**src/rtl/pio_pkg.sv**
```systemverilog
package pio_pkg;
  localparam int unsigned ADDR_W    = 2;
  localparam logic [1:0]  A_STATUS  = 2'd0;
  localparam logic [1:0]  A_CMD     = 2'd1;
  localparam logic [1:0]  A_DIN     = 2'd2;
  localparam logic [1:0]  A_DOUT    = 2'd3;

  localparam int unsigned ST_BUSY   = 0;
  localparam int unsigned ST_CRDY   = 1;
  localparam int unsigned ST_ERR    = 2;

  localparam logic [1:0]  OP_WRITE  = 2'b01;
  localparam logic [1:0]  OP_READ   = 2'b10;

  typedef enum logic [2:0] {
    PH_IDLE     = 3'd0,
    PH_EXEC     = 3'd1,
    PH_CLR_CRDY = 3'd2,
    PH_SET_ERR  = 3'd3,
    PH_CLR_BUSY = 3'd4
  } phase_e;
endpackage

```
**src/rtl/pio_rst_sync.sv**
```systemverilog
module pio_rst_sync #(
  parameter int unsigned STAGES = 2
) (
  input  logic clk,
  input  logic rst_n,
  output logic rst_n_sync
);
  logic [STAGES-1:0] chain_q;

  always_ff @(posedge clk or negedge rst_n) begin
    if (!rst_n) chain_q <= '0;
    else        chain_q <= {chain_q[STAGES-2:0], 1'b1};
  end

  assign rst_n_sync = chain_q[STAGES-1];
endmodule

```
**src/rtl/pio_regfile.sv**
```systemverilog
module pio_regfile
  import pio_pkg::*;
#(
  parameter int unsigned DATA_W = 8
) (
  input  logic              clk,
  input  logic              rst_n,
  input  logic [ADDR_W-1:0] host_addr,
  input  logic              host_we,
  input  logic [DATA_W-1:0] host_wdata,
  output logic [DATA_W-1:0] host_rdata,
  input  logic              busy,
  input  logic              err,
  input  logic              crdy_clr,
  input  logic              rx_load,
  input  logic [DATA_W-1:0] rx_data,
  output logic              cmd_rdy,
  output logic [DATA_W-1:0] cmd_word,
  output logic [DATA_W-1:0] dout_word
);
  logic [DATA_W-1:0] din_q, din_d;
  logic [DATA_W-1:0] cmd_q, cmd_d;
  logic [DATA_W-1:0] dout_q, dout_d;
  logic              crdy_q, crdy_d;
  logic              locked;
  logic              wr_status, wr_cmd, wr_dout;
  logic              din_en, cmd_en, dout_en, crdy_en;

  assign locked    = busy | crdy_q;
  assign wr_status = host_we && (host_addr == A_STATUS);
  assign wr_cmd    = host_we && (host_addr == A_CMD);
  assign wr_dout   = host_we && (host_addr == A_DOUT);

  always_comb begin
    cmd_en  = wr_cmd && !locked;
    dout_en = wr_dout && !locked;
    din_en  = rx_load;
    crdy_en = crdy_clr || (wr_status && host_wdata[ST_CRDY] && !locked);
    cmd_d   = host_wdata;
    dout_d  = host_wdata;
    din_d   = rx_data;
    crdy_d  = !crdy_clr;
  end

  always_ff @(posedge clk or negedge rst_n) begin
    if (!rst_n) begin
      cmd_q  <= '0;
      dout_q <= '0;
      din_q  <= '0;
      crdy_q <= 1'b0;
    end else begin
      if (cmd_en)  cmd_q  <= cmd_d;
      if (dout_en) dout_q <= dout_d;
      if (din_en)  din_q  <= din_d;
      if (crdy_en) crdy_q <= crdy_d;
    end
  end

  always_comb begin
    host_rdata = '0;
    unique case (host_addr)
      A_STATUS: begin
        host_rdata[ST_BUSY] = busy;
        host_rdata[ST_CRDY] = crdy_q;
        host_rdata[ST_ERR]  = err;
      end
      A_CMD:   host_rdata = cmd_q;
      A_DIN:   host_rdata = din_q;
      default: host_rdata = dout_q;
    endcase
  end

  assign cmd_rdy   = crdy_q;
  assign cmd_word  = cmd_q;
  assign dout_word = dout_q;
endmodule

```
**src/rtl/pio_hs_fsm.sv**
```systemverilog
module pio_hs_fsm
  import pio_pkg::*;
#(
  parameter int unsigned DATA_W = 8
) (
  input  logic              clk,
  input  logic              rst_n,
  input  logic              cmd_rdy,
  input  logic [DATA_W-1:0] cmd_word,
  input  logic              dev_tx_accept,
  input  logic              dev_rx_valid,
  input  logic              dev_err,
  output logic              busy,
  output logic              err,
  output logic              crdy_clr,
  output logic              rx_load,
  output logic              tx_valid
);
  phase_e ph_q, ph_d;
  logic   busy_q, busy_d;
  logic   err_q, err_d;
  logic   errp_q, errp_d;
  logic   is_wr, is_rd, is_bad, finish;

  assign is_wr  = (cmd_word[1:0] == OP_WRITE);
  assign is_rd  = (cmd_word[1:0] == OP_READ);
  assign is_bad = !(is_wr || is_rd);
  assign finish = is_bad || dev_err || (is_wr && dev_tx_accept) || (is_rd && dev_rx_valid);

  always_comb begin
    ph_d     = ph_q;
    busy_d   = busy_q;
    err_d    = err_q;
    errp_d   = errp_q;
    crdy_clr = 1'b0;
    rx_load  = 1'b0;
    unique case (ph_q)
      PH_IDLE: begin
        if (cmd_rdy) begin
          ph_d   = PH_EXEC;
          busy_d = 1'b1;
          errp_d = 1'b0;
        end
      end
      PH_EXEC: begin
        rx_load = is_rd && dev_rx_valid;
        if (finish) begin
          ph_d   = PH_CLR_CRDY;
          errp_d = is_bad || dev_err;
        end
      end
      PH_CLR_CRDY: begin
        crdy_clr = 1'b1;
        ph_d     = PH_SET_ERR;
      end
      PH_SET_ERR: begin
        err_d = errp_q;
        ph_d  = PH_CLR_BUSY;
      end
      PH_CLR_BUSY: begin
        busy_d = 1'b0;
        ph_d   = PH_IDLE;
      end
      default: ph_d = PH_IDLE;
    endcase
  end

  always_ff @(posedge clk or negedge rst_n) begin
    if (!rst_n) begin
      ph_q   <= PH_IDLE;
      busy_q <= 1'b0;
      err_q  <= 1'b0;
      errp_q <= 1'b0;
    end else begin
      ph_q   <= ph_d;
      busy_q <= busy_d;
      err_q  <= err_d;
      errp_q <= errp_d;
    end
  end

  assign busy     = busy_q;
  assign err      = err_q;
  assign tx_valid = (ph_q == PH_EXEC) && is_wr;
endmodule

```
**src/rtl/pio_byte_ctrl.sv**
```systemverilog
module pio_byte_ctrl
  import pio_pkg::*;
#(
  parameter int unsigned DATA_W   = 8,
  parameter int unsigned MODE_LSB = 2,
  parameter int unsigned MODE_W   = 4
) (
  input  logic              clk,
  input  logic              rst_n,
  input  logic [1:0]        host_addr,
  input  logic              host_we,
  input  logic [DATA_W-1:0] host_wdata,
  output logic [DATA_W-1:0] host_rdata,
  output logic [DATA_W-1:0] dev_tx_data,
  output logic              dev_tx_valid,
  input  logic              dev_tx_accept,
  input  logic [DATA_W-1:0] dev_rx_data,
  input  logic              dev_rx_valid,
  input  logic              dev_err,
  output logic [MODE_W-1:0] dev_mode
);
  localparam int unsigned MODE_MSB = MODE_LSB + MODE_W - 1;

  logic              rst_n_int;
  logic              st_busy, st_err, st_crdy;
  logic              crdy_clr, rx_load;
  logic [DATA_W-1:0] cmd_word, dout_word;

  pio_rst_sync #(.STAGES(2)) u_rst (
    .clk        (clk),
    .rst_n      (rst_n),
    .rst_n_sync (rst_n_int)
  );

  pio_regfile #(.DATA_W(DATA_W)) u_regs (
    .clk        (clk),
    .rst_n      (rst_n_int),
    .host_addr  (host_addr),
    .host_we    (host_we),
    .host_wdata (host_wdata),
    .host_rdata (host_rdata),
    .busy       (st_busy),
    .err        (st_err),
    .crdy_clr   (crdy_clr),
    .rx_load    (rx_load),
    .rx_data    (dev_rx_data),
    .cmd_rdy    (st_crdy),
    .cmd_word   (cmd_word),
    .dout_word  (dout_word)
  );

  pio_hs_fsm #(.DATA_W(DATA_W)) u_fsm (
    .clk           (clk),
    .rst_n         (rst_n_int),
    .cmd_rdy       (st_crdy),
    .cmd_word      (cmd_word),
    .dev_tx_accept (dev_tx_accept),
    .dev_rx_valid  (dev_rx_valid),
    .dev_err       (dev_err),
    .busy          (st_busy),
    .err           (st_err),
    .crdy_clr      (crdy_clr),
    .rx_load       (rx_load),
    .tx_valid      (dev_tx_valid)
  );

  assign dev_tx_data = dout_word;
  assign dev_mode    = cmd_word[MODE_MSB:MODE_LSB];
endmodule

```
**config.mk**
```make
export PLATFORM = sky130hd
export DESIGN_NAME = pio_byte_ctrl
export DESIGN_NICKNAME = d
export VERILOG_FILES = /design/src/rtl/pio_pkg.sv /design/src/rtl/pio_rst_sync.sv /design/src/rtl/pio_regfile.sv /design/src/rtl/pio_hs_fsm.sv /design/src/rtl/pio_byte_ctrl.sv
export SDC_FILE = /design/constraint.sdc
export NUM_CORES = 1
export LEC_CHECK = 0
export ABC_AREA = 1
export ABC_CLOCK_PERIOD_IN_PS = 1400
export BUFFER_PORTS_ARGS = -buffer_cell sky130_fd_sc_hd__buf_2
export CORE_MARGIN = 2
export CORE_UTILIZATION = 51
export DETAILED_ROUTE_END_ITERATION = 10
export HOLD_SLACK_MARGIN = 0.02
export PLACE_DENSITY = 0.78
export SLEW_MARGIN = 20
export SYNTH_ARGS = -nofsm -noshare
export SYNTH_HDL_FRONTEND = slang
export SYNTH_SLANG_ARGS = --single-unit
```
**constraint.sdc**
```tcl
create_clock -name clk -period 1.4 [get_ports clk]
set_input_delay 0.14 -clock clk [delete_from_list [all_inputs] [get_ports clk]]
set_output_delay 0.14 -clock clk [all_outputs]
set_load 0.01 [all_outputs]
```
==> summary.md, run 1 <==
| Metric | Value |
|---|---|
| Status | `finished, final reports clean` |
| Setup WS post-layout | `0.0147 ns` |
| Synth async-reset ratio | `100%` |
| Row Count | `20` |
| Avg Cell Area, Syn | `8.63 µm²` |
| Gate count of the mapped netlist | `189` |
| EDFF count, synth | `0` |
| Worst Min Path Start | `dev_rx_data[4]` |
| Cell taking the most area after synthesis | `dfrtp_1` |
| R2r setup slk | `0.09 ns` |
| Hold Path Cell Cnt | `3` |
| R2R Path End | `u_fsm.errp_q` |
| Fin crit period | `1.39 ns` |
| DIE WIDTH | `60.6 µm` |
| Ys flop type | `dfrtp_1` |
| First DRT Iteration DRCs | `67` |
| Detailed Place HPWL | `2510 µm` |
| Yosys reg bits | `33` |
| FILL cells | `293` |
| Pwr/cell area | `2010 mW/mm²` |
| Max-Cap Viols | `0` |
| Post-route ant nets | `0` |
| WL/cell | `12.0 µm` |
| Leak | `1.10 nW` |
| Clock Latency Late Sink | `0.34 ns` |
| Register area share after synthesis | `50.6%` |
| Max Slew Vio Count | `0` |
| Largest cells by area after synthesis | `dfrtp_1 (51%), nand2_1 (16%), o21ai_2 (8.6%)` |
| TritonCTS buffer count | `5` |
| First-pass GRT wire length | `5700 µm` |
| Maximum VDD drop | `0.958 mV` |
| Max frequency | `722 MHz` |
| WP data required | `1.26 ns` |
| Share of post-route cells with drive strength above 1 | `37.2%` |
| Overflow after GRT | `0` |
| Final Hold Viols | `0` |
| Critical path class | `reg2out` |
| Die Area | `0.00367 mm²` |
| Final setup violation count | `0` |
| Boundary Pins | `45` |
| DRT Pass-1 Iters | `5` |
| Nets@finish | `267` |
| CTS tree | `yes` |
| Clock Skew | `0.00384 ns` |
| Starting Density | `53.4%` |
| Reg clk slew, reported paths | `0.10 ns` |
| Synthesized area | `0.00163 mm²` |
| Final WL | `3420 µm` |
| DRC violations left | `0` |
| Origin of the critical flop-to-flop path | `u_regs.cmd_word[1]` |
| Worst hold-check path type | `in2reg` |
| Core Region | `0.00305 mm²` |
| Longest Clk Path Bufs | `2` |
| Crit Path Max Fanout | `2` |
| Setup WS pre-CTS | `0.117 ns` |
| Initial antenna violation count | `0` |
| Vias in the first global route | `1224` |
| Htree depth | `2` |
| WHS Endpoint | `u_regs.din_q[4]` |
| Largest net degree at the start of global routing | `32` |
| Clock sinks | `33` |
| CP endpoint kind | `output pin` |
| Syn Nets | `215` |
| Die Ht | `60.6 µm` |
| Unrepaired setup endpoints after global routing | `true` |
| Top-area cell type share of the netlist area | `50.6%` |
| DR vias | `1348` |
| Arrival time worst endpoint | `1.25 ns` |
| Synth unique cells | `22` |
| Routability congestion estimate | `0.795` |
| Vias/cell | `4.71` |
| Overall power | `0.00407 W` |
| N_diodes | `0` |
| R2R cell count | `7` |
| Setup crit start kind | `flop` |
| P&R area growth vs syn | `23.8%` |
| Ys Warns | `0` |
| Number of port buffers | `44` |
| Total track usage | `21.7%` |
| Final period utilization | `99.0%` |
| Root buffer cell | `clkbuf_4` |
-- worst max-delay path by stage --
stage	to	depth (start not counted)	slack, ns	start
floorplan	u_regs.din_q[0]	7	0.18	u_regs.cmd_word[0]
global placement	u_regs.din_q[3]	7	0.17	u_regs.cmd_word[0]
detailed placement	u_regs.din_q[2]	6	0.12	u_fsm.ph_q[2]
CTS	dev_tx_valid	4	-0.04	u_regs.cmd_word[1]
global route	dev_tx_valid	4	-0.06	u_regs.cmd_word[1]
finish	dev_tx_valid	4	0.01	u_regs.cmd_word[1]
-- Yosys cell counts, types with 4 or more instances --
library cell,number
buf_4,5
dfrtp_1,33
inv_1,19
nand2_1,70
nand3_1,16
nand4_1,5
nor2_1,4
o21ai_2,16
-- cells in the final DEF, fill, tap and decap left out --
master,count
bufinv_16,1
ha_1,1
nor2_2,1
nor2_1,4
nor3_1,2
nor2_4,1
o21ai_0,2
clkbuf_8,1
dfrtp_1,32
buf_4,7
a21oi_1,1
nand3_1,16
ha_4,1
nand3_4,2
inv_2,5
conb_1,1
dlygate4sd3_1,1
o21ai_2,16
nand2_2,3
nand4_1,5
inv_1,17
clkbuf_4,5
o211ai_1,1
dfrtp_2,1
nand2_1,69
buf_2,44
clkinvlp_4,1
nor3b_2,1
-- cell families (layout without fill, tap and decap cells) --
| family | after synthesis | count (layout) | share of synthesized area (%) |
|---|---|---|---|
| simple gates | 104 | 104 | 28.9 |
| flops | 33 | 33 | 50.6 |
| fa+ha+maj | 2 | 2 | 1.53 |
| compound gates | 20 | 20 | 9.97 |
| buf+inv | 29 | 82 | 8.74 |
| other cells | 1 | 1 | 0.230 |
-- flip-flops by register name, summed over array words and instances, names as in the netlist --
name              count
u_regs.cmd_word       8
u_regs.din_q          8
u_regs.dout_word      8
u_fsm.ph_q            3
u_rst.chain_q         2
u_fsm.busy            1
u_fsm.err             1
u_fsm.errp_q          1
u_regs.cmd_rdy        1
-- layer usage --
| layer | GRT usage, % | part of all wire [%] | vias to the layer above |
|---|---|---|---|
| met3 | 7.04 | 5.8 | 4 |
| met2 | 32.3 | 44 | 40 |
| li1 | - | - | 699 |
| met5 | 0 | 0 | - |
| met1 | 30.2 | 49 | 605 |
| met4 | 7.45 | 1.5 | 0 |
-- through the flow --
step	hold slack (ns)	area, µm²	setup TNS, ns	utilization (%)	instances
after global placement	-0.0743	1880	0	61.5	274
after floorplan	-0.156	1630	0	-	189
after detailed placement	-0.0722	1880	0	61.5	274
after CTS	0.0259	2000	-0.0399	65.5	285
after global routing	0.0328	2020	-0.121	66.1	286
final	0.0320	2020	0	66.1	286
-- area by class of cell --
cell class / instances / area (µm²) / area share [%]
clock buffer: 6 / 51.3 / 2.54
clock inverter: 2 / 37.5 / 1.86
inverter: 22 / 82.6 / 4.09
multi-input combinational: 127 / 683 / 33.8
sequential: 33 / 827 / 41.0
tap: 44 / 55.1 / 2.73
timing repair buffer: 52 / 283 / 14.0
-- what timing repair did --
item | 4_1_cts | 5_1_grt
resized for setup | 2 | 6
setup buffers | 2 | 1
hold buffers | 1 | 0
pin swaps | 0 | 1
setup endpoints to repair | 1 | 10
endpoints found under the hold margin | 2 | 0
-- critical path, stage by stage (launching register included) --
cell and delay [ns]:
dfrtp_1 0.41, inv_2 0.07, ha_4 0.12, nor3b_2 0.15, buf_2 0.15
-- where the power goes --
group | total (W) | internal, W | switching, W
clock network | 0.000753 | 0.000424 | 0.000329
logic | 0.00159 | 0.000699 | 0.000893
registers | 0.00172 | 0.00139 | 0.000336
total | 0.00407 | 0.00251 | 0.00156
No activity file was read; power rests on OpenSTA's default activity.
==> run 2, diff against run 1 <==
CORE_UTILIZATION = 54   (was 51)
CTS_BUF_LIST = sky130_fd_sc_hd__clkbuf_8   (was unset)
PLACE_DENSITY = 0.82   (was 0.78)
REMOVE_ABC_BUFFERS = 1   (was unset)
==> run 2 against run 1 <==
  * The run now ends with DRC left
  * First-iteration DRC count grew 6.0%
  * Critical path depth is the same
  * Global-route usage grew 1.0 points
  * Hold slack gained 0.053 ns
  * Sequential power is essentially flat
  * Clock-buffer cell count shrank 1
  * Flip-flop and latch count is the same
  * Highest routed layer unchanged
==> summary.md, run 2 (same netlist as run 1, synthesis figures left out) <==
| Metric | Value |
|---|---|
| Commonest non-fill, non-tap cell in the layout | `nand2_1` |
| Status | `finished, violations left` |
| Final Hold Viols | `0 (unchanged)` |
| Failing checks | `DRC` |
| Final Instance Count excl. Fillers | `273 (-4.5%)` |
| Die Area | `0.00348 mm² (-5.2%)` |
| WP data required | `1.26 ns (about the same)` |
| CP endpoint kind | `output pin` |
| Root buffer cell | `clkbuf_8` |
| Clock power share | `24.3% (+5.8 points)` |
| Boundary Pins | `45 (unchanged)` |
| Register area | `826 µm² (-0.15%)` |
| Multi-input logic area | `673 µm² (-1.5%)` |
| Unrepaired setup endpoints after global routing | `true` |
| R2r setup slk | `0.16 ns (+0.07 ns)` |
| Vias in the first global route | `1292 (+5.6%)` |
| DIE WIDTH | `59.0 µm (-2.6%)` |
| Nets@finish | `267 (unchanged)` |
| Final period utilization | `97.1% (-1.9 points)` |
| Int Pwr | `0.00277 W (+10%)` |
| Longest Clk Path Bufs | `2 (unchanged)` |
| First DRT Iteration DRCs | `71 (+6.0%)` |
| Setup crit end | `dev_tx_valid` |
| Origin of the critical flop-to-flop path | `u_regs.cmd_rdy` |
| Max Slew Vio Count | `0 (unchanged)` |
| Critical path class | `reg2out` |
| Share of post-route cells with drive strength above 1 | `36.4% (-0.83 points)` |
| Htree depth | `2 (unchanged)` |
| Clock Latency Late Sink | `0.28 ns (-0.06 ns)` |
| WL/cell | `12.8 µm (+6.9%)` |
| Vias/cell | `5.11 (+8.4%)` |
| Clock sinks | `33 (unchanged)` |
| Initial antenna violation count | `0 (unchanged)` |
| P&R area growth vs syn | `24.8%` |
| Reg power frac | `40.1% (-2.2 points)` |
| Core Region | `0.00281 mm² (-8.1%)` |
| Row Count | `19 (-5.0%)` |
| Total track usage | `22.7% (+1.0 points)` |
| Origin of the worst setup path | `u_regs.cmd_word[1]` |
| R2R Path End | `u_regs.dout_word[7]` |
| Clock Skew | `0.00620 ns (+0.00236 ns)` |
| First-pass GRT wire length | `5820 µm (+2.1%)` |
| Crit path depth | `4 (unchanged)` |
| Starting Density | `58.2% (+4.7 points)` |
| Max-Cap Viols | `0 (unchanged)` |
| Buf/Inv on CP | `2 (unchanged)` |
| Overflow after GRT | `0 (unchanged)` |
| Fin crit period | `1.36 ns (-0.0266 ns)` |
| Post-route cell area | `0.00204 mm² (+0.87%)` |
| Setup crit start kind | `flop` |
| Routability congestion estimate | `0.814 (+2.4%)` |
| Util after Layout | `72.6% (+6.5 points)` |
| Combinational share of power | `35.7% (-3.4 points)` |
| DP Cell Count | `261 (-4.7%)` |
| Pwr/cell area | `2130 mW/mm² (+5.9%)` |
| Crit Path Max Fanout | `4 (+2)` |
| DRC violations left | `1 (+1)` |
| Die Ht | `59.0 µm (-2.6%)` |
| Dpl cell area | `0.00186 mm² (-0.87%)` |
| Delay of the slowest cell on the worst path | `0.41 ns (about the same)` |
| Top delay family on crit path | `flip-flops` |
| Fin Setup TNS | `0 ns (unchanged)` |
| Largest net degree at the start of global routing | `32 (unchanged)` |
| Sw frac | `36.2% (-2.1 points)` |
| Setup WS post-layout | `0.0413 ns (+0.0266 ns)` |
| FILL cells | `231 (-21%)` |
| Max frequency | `736 MHz (+2.0%)` |
| Setup WS pre-CTS | `0.0956 ns (-0.0210 ns)` |
| DRT Pass-1 Iters | `7 (+2)` |
| Critical Path Slowest Stage Cell | `dfrtp_1` |
| Number of port buffers | `44 (unchanged)` |
| CTS tree | `yes` |
| Post-route ant nets | `0 (unchanged)` |
| Detailed Place HPWL | `2560 µm (+1.7%)` |
| Arrival time worst endpoint | `1.22 ns (-0.03 ns)` |
| Sw Pwr | `0.00157 W (+1.0%)` |
| R2R cell count | `4 (-3)` |
| N_diodes | `0 (unchanged)` |
| DR vias | `1395 (+3.5%)` |
| TritonCTS buffer count | `5 (unchanged)` |
| Commonest non-fill, non-tap cells in the layout | `nand2_1 (69), buf_2 (44), dfrtp_1 (33), inv_1 (18)` |
| Crit path cell chain | `inv_1 -> ha_1 -> nor3b_2 -> buf_2` |
| Final setup violation count | `0 (unchanged)` |
| Maximum VDD drop | `1.35 mV (+41%)` |
| Leak | `1.12 nW (+2.3%)` |
| Worst hold-check path type | `in2reg` |
| Reg clk slew, reported paths | `0.07 ns (-0.03 ns)` |
| Final WL | `3490 µm (+2.1%)` |
run 2: worst min-delay path by stage:
stage | start | end | slack, ns | depth (start not counted)
2_1_floorplan | rst_n | u_rst.chain_q[0] | -0.16 | 0
3_3_place_gp | rst_n | u_rst.chain_q[0] | -0.07 | 1
3_5_place_dp | rst_n | u_rst.chain_q[0] | -0.07 | 1
4_1_cts | dev_rx_data[5] | u_regs.din_q[5] | 0.08 | 3
5_1_grt | dev_rx_data[7] | u_regs.din_q[7] | 0.10 | 3
6_report | dev_rx_data[7] | u_regs.din_q[7] | 0.08 | 3
run 2: worst min-delay path: stages:
cell and delay (ns):
buf_2 0.07, nand3_1 0.06, nand2_1 0.06
run 2: routing by layer:
metal  up-vias  global-route usage, %  wire length [µm]
met4         0                   8.77                34
met5         -                      0                 0
li1        697                      -                 -
met3         5                   5.71               204
met1       646                   30.8              1570
met2        47                   35.2              1680
run 2: area by class of cell:
cell class                      instances  area share, %
Tap cell                               31           1.90
Timing Repair Buffer                   52           13.9
Inverter                               22           4.05
Multi-Input combinational cell        127           33.0
Sequential cell                        33           40.5
Clock buffer                            5           3.38
Clock inverter                          3           3.19
run 2: metrics by stage:
stage                     total power [W]  hold slack (ns)
after detailed placement          0.00321          -0.0722
after global routing              0.00465            0.101
after floorplan                   0.00264           -0.156
after CTS                         0.00429           0.0791
after global placement            0.00316          -0.0736
final                             0.00435           0.0845
run 2: power by group through the flow:
stage / Sequential, W / Clock [W] / Combinational, W
6_report: 0.00174 / 0.00105 / 0.00155
5_1_grt: 0.00180 / 0.00111 / 0.00174
4_1_cts: 0.00174 / 0.00107 / 0.00149
3_5_place_dp: 0.00174 / 0 / 0.00147
3_3_place_gp: 0.00173 / 0 / 0.00142
2_1_floorplan: 0.00176 / 0 / 0.000885
run 2: what timing repair did:
action	CTS	global route
hold buffers	1	0
hold endpoints to repair	2	0
setup endpoints to repair	1	10
resized for setup	1	4
buffers inserted	0	3
==> run 3, diff against run 2 <==
SETUP_SLACK_MARGIN = 0.15   (was unset)
==> run 3 against run 2 <==
  * Highest routed layer unchanged
  * Clock skew is 0.00097 ns higher
  * Largest cell class unchanged
  * The flow still finishes with violations (DRC)
  * Wire length is 8.9% higher
  * Non-clock buffer count stayed put
  * Final cell count is 0.73% higher
  * Largest power group unchanged
==> summary.md, run 3 (same netlist as run 1, synthesis figures left out) <==
| Metric | Value |
|---|---|
| Overflow after GRT | `0 (unchanged)` |
| Crit path cell chain | `inv_1 -> ha_1 -> nor3b_2 -> buf_2` |
| Arrival time worst endpoint | `1.21 ns (about the same)` |
| Final setup violation count | `0 (unchanged)` |
| Die Area | `0.00348 mm² (unchanged)` |
| Delay of the slowest cell on the worst path | `0.40 ns (about the same)` |
| WL/cell | `13.8 µm (+8.1%)` |
| Reg power frac | `39.7% (-0.4 points)` |
| Number of port buffers | `44 (unchanged)` |
| CTS tree | `yes` |
| Final period utilization | `96.7% (-0.34 points)` |
| Row Count | `19 (unchanged)` |
| Setup WS post-layout | `0.0460 ns (+0.00470 ns)` |
| Clock sinks | `33 (unchanged)` |
| Pwr/cell area | `2130 mW/mm² (-0.14%)` |
| Nets@finish | `269 (+0.75%)` |
| Overall power | `0.00443 W (+2.0%)` |
| Final Instance Count excl. Fillers | `275 (+0.73%)` |
| Initial antenna violation count | `0 (unchanged)` |
| Vias/cell | `5.28 (+3.3%)` |
| Root buffer cell | `clkbuf_8` |
| Final Hold Viols | `0 (unchanged)` |
| Leak | `1.13 nW (+0.34%)` |
| Critical Path Slowest Stage Cell | `dfrtp_1` |
| Routability congestion estimate | `0.814 (unchanged)` |
| First-pass GRT wire length | `5820 µm (unchanged)` |
| Crit Path Max Fanout | `3 (-1)` |
| Reg clk slew, reported paths | `0.07 ns (about the same)` |
| DIE WIDTH | `59.0 µm (unchanged)` |
| Worst hold-check path type | `in2reg` |
| Unrepaired setup endpoints after global routing | `true` |
| CP endpoint kind | `output pin` |
| Longest Clk Path Bufs | `2 (unchanged)` |
| Detailed Place HPWL | `2560 µm (unchanged)` |
| P&R area growth vs syn | `27.5%` |
| Starting Density | `58.2% (unchanged)` |
| N_diodes | `0 (unchanged)` |
| Clock power share | `23.9% (-0.4 points)` |
| Clock Latency Late Sink | `0.29 ns (about the same)` |
| Hold Path Cell Cnt | `3 (unchanged)` |
| Share of post-route cells with drive strength above 1 | `37.3% (+0.93 points)` |
| DP Cell Count | `261 (unchanged)` |
| Htree depth | `2 (unchanged)` |
| Fin crit period | `1.35 ns (-0.00470 ns)` |
| Commonest non-fill, non-tap cells in the layout | `nand2_1 (68), buf_2 (44), dfrtp_1 (33), inv_1 (18)` |
| Maximum VDD drop | `1.37 mV (+0.96%)` |
| Setup WS pre-CTS | `0.0956 ns (unchanged)` |
| Status | `finished, violations left` |
| Max-Cap Viols | `0 (unchanged)` |
| DRT Pass-1 Iters | `7 (unchanged)` |
| Register area | `826 µm² (unchanged)` |
| First DRT Iteration DRCs | `93 (+31%)` |
| Sw Pwr | `0.00165 W (+4.8%)` |
| Die Ht | `59.0 µm (unchanged)` |
| Vias in the first global route | `1294 (+0.15%)` |
| DR vias | `1452 (+4.1%)` |
| Clock Skew | `0.00716 ns (+0.000966 ns)` |
| Sw frac | `37.2% (+0.98 points)` |
| Int Pwr | `0.00278 W (+0.44%)` |
| Max Slew Vio Count | `0 (unchanged)` |
| Failing checks | `DRC` |
| Core Region | `0.00281 mm² (unchanged)` |
| Boundary Pins | `45 (unchanged)` |
| Largest net degree at the start of global routing | `32 (unchanged)` |
| R2R cell count | `7 (+3)` |
| Combinational share of power | `36.4% (+0.7 points)` |
| Max frequency | `739 MHz (+0.35%)` |
| TritonCTS buffer count | `5 (unchanged)` |
| Post-route cell area | `0.00208 mm² (+2.2%)` |
| Dpl cell area | `0.00186 mm² (unchanged)` |
| Critical path class | `reg2out` |
| Multi-input logic area | `716 µm² (+6.3%)` |
| Post-route ant nets | `0 (unchanged)` |
| FILL cells | `221 (-4.3%)` |
| Setup crit start kind | `flop` |
| Total track usage | `22.7% (unchanged)` |
| WP data required | `1.26 ns (about the same)` |
| DRC violations left | `1 (unchanged)` |
| Final WL | `3800 µm (+8.9%)` |
| Commonest non-fill, non-tap cell in the layout | `nand2_1` |
run 3: cell count changes in the layout (fill, tap and decap cells not counted), sizes merged:
cell / delta
nand3: +2
clkinv: +1
inv: -1
run 3: power groups by stage:
stage / sequential (W) / combinational [W] / clock [W]
2_1_floorplan: 0.00176 / 0.000885 / 0
5_1_grt: 0.00182 / 0.00181 / 0.00111
6_report: 0.00176 / 0.00161 / 0.00106
4_1_cts: 0.00173 / 0.00152 / 0.00107
3_5_place_dp: 0.00174 / 0.00147 / 0
3_3_place_gp: 0.00173 / 0.00142 / 0
run 3: area by class of cell:
cell class	instances	area share, %
multi-input cells	129	34.4
repair buffers	52	13.6
clock buffers	5	3.31
clock inverters	3	3.13
well taps	31	1.86
inverters	22	4.03
flip-flops and latches	33	39.7
run 3: stage by stage:
step                setup TNS [ns]  utilization [%]  hold WS, ns
floorplan                   -0.178                -       -0.156
global placement                 0             66.3      -0.0736
detailed placement               0             66.3      -0.0722
CTS                              0             72.0       0.0791
global route               -0.0126             74.2        0.101
finish                           0             74.2       0.0823
run 3: repair_timing:
item	4_1_cts	5_1_grt
hold buffers	1	0
pin swaps	0	5
endpoints found under the setup margin	10	29
hold endpoints to repair	2	0
resized for setup	3	6
buffers inserted	1	2
cloned	0	2
run 3: metal layers:
layer | part of all wire (%) | vias up | track usage, %
met3 | 6.7 | 7 | 5.71
met5 | 0 | - | 0
li1 | - | 710 | -
met2 | 50 | 55 | 35.7
met4 | 1.4 | 0 | 8.77
met1 | 42 | 680 | 30.3
run 3: final timing paths:
path / from / endpoint / slack (ns)
max: u_regs.cmd_word[1] / dev_tx_valid / 0.05
min: dev_rx_data[5] / u_regs.din_q[5] / 0.08
max reg2reg: u_regs.cmd_word[0] / u_fsm.errp_q / 0.15
min reg2reg: u_rst.chain_q[1] / u_fsm.ph_q[2] / 0.24
max in group asynchronous: u_rst.chain_q[1] / u_regs.cmd_word[0] / 0.88
min in group asynchronous: rst_n / u_rst.chain_q[1] / 0.17
run 3: critical path, delay by kind of cell, from the launching register on:
kind,cells,cell delay [ns]
flip-flops,1,0.40
buffers and inverters,2,0.21
AND/OR/NAND/NOR,1,0.16
adder cells (fa/ha/maj),1,0.15
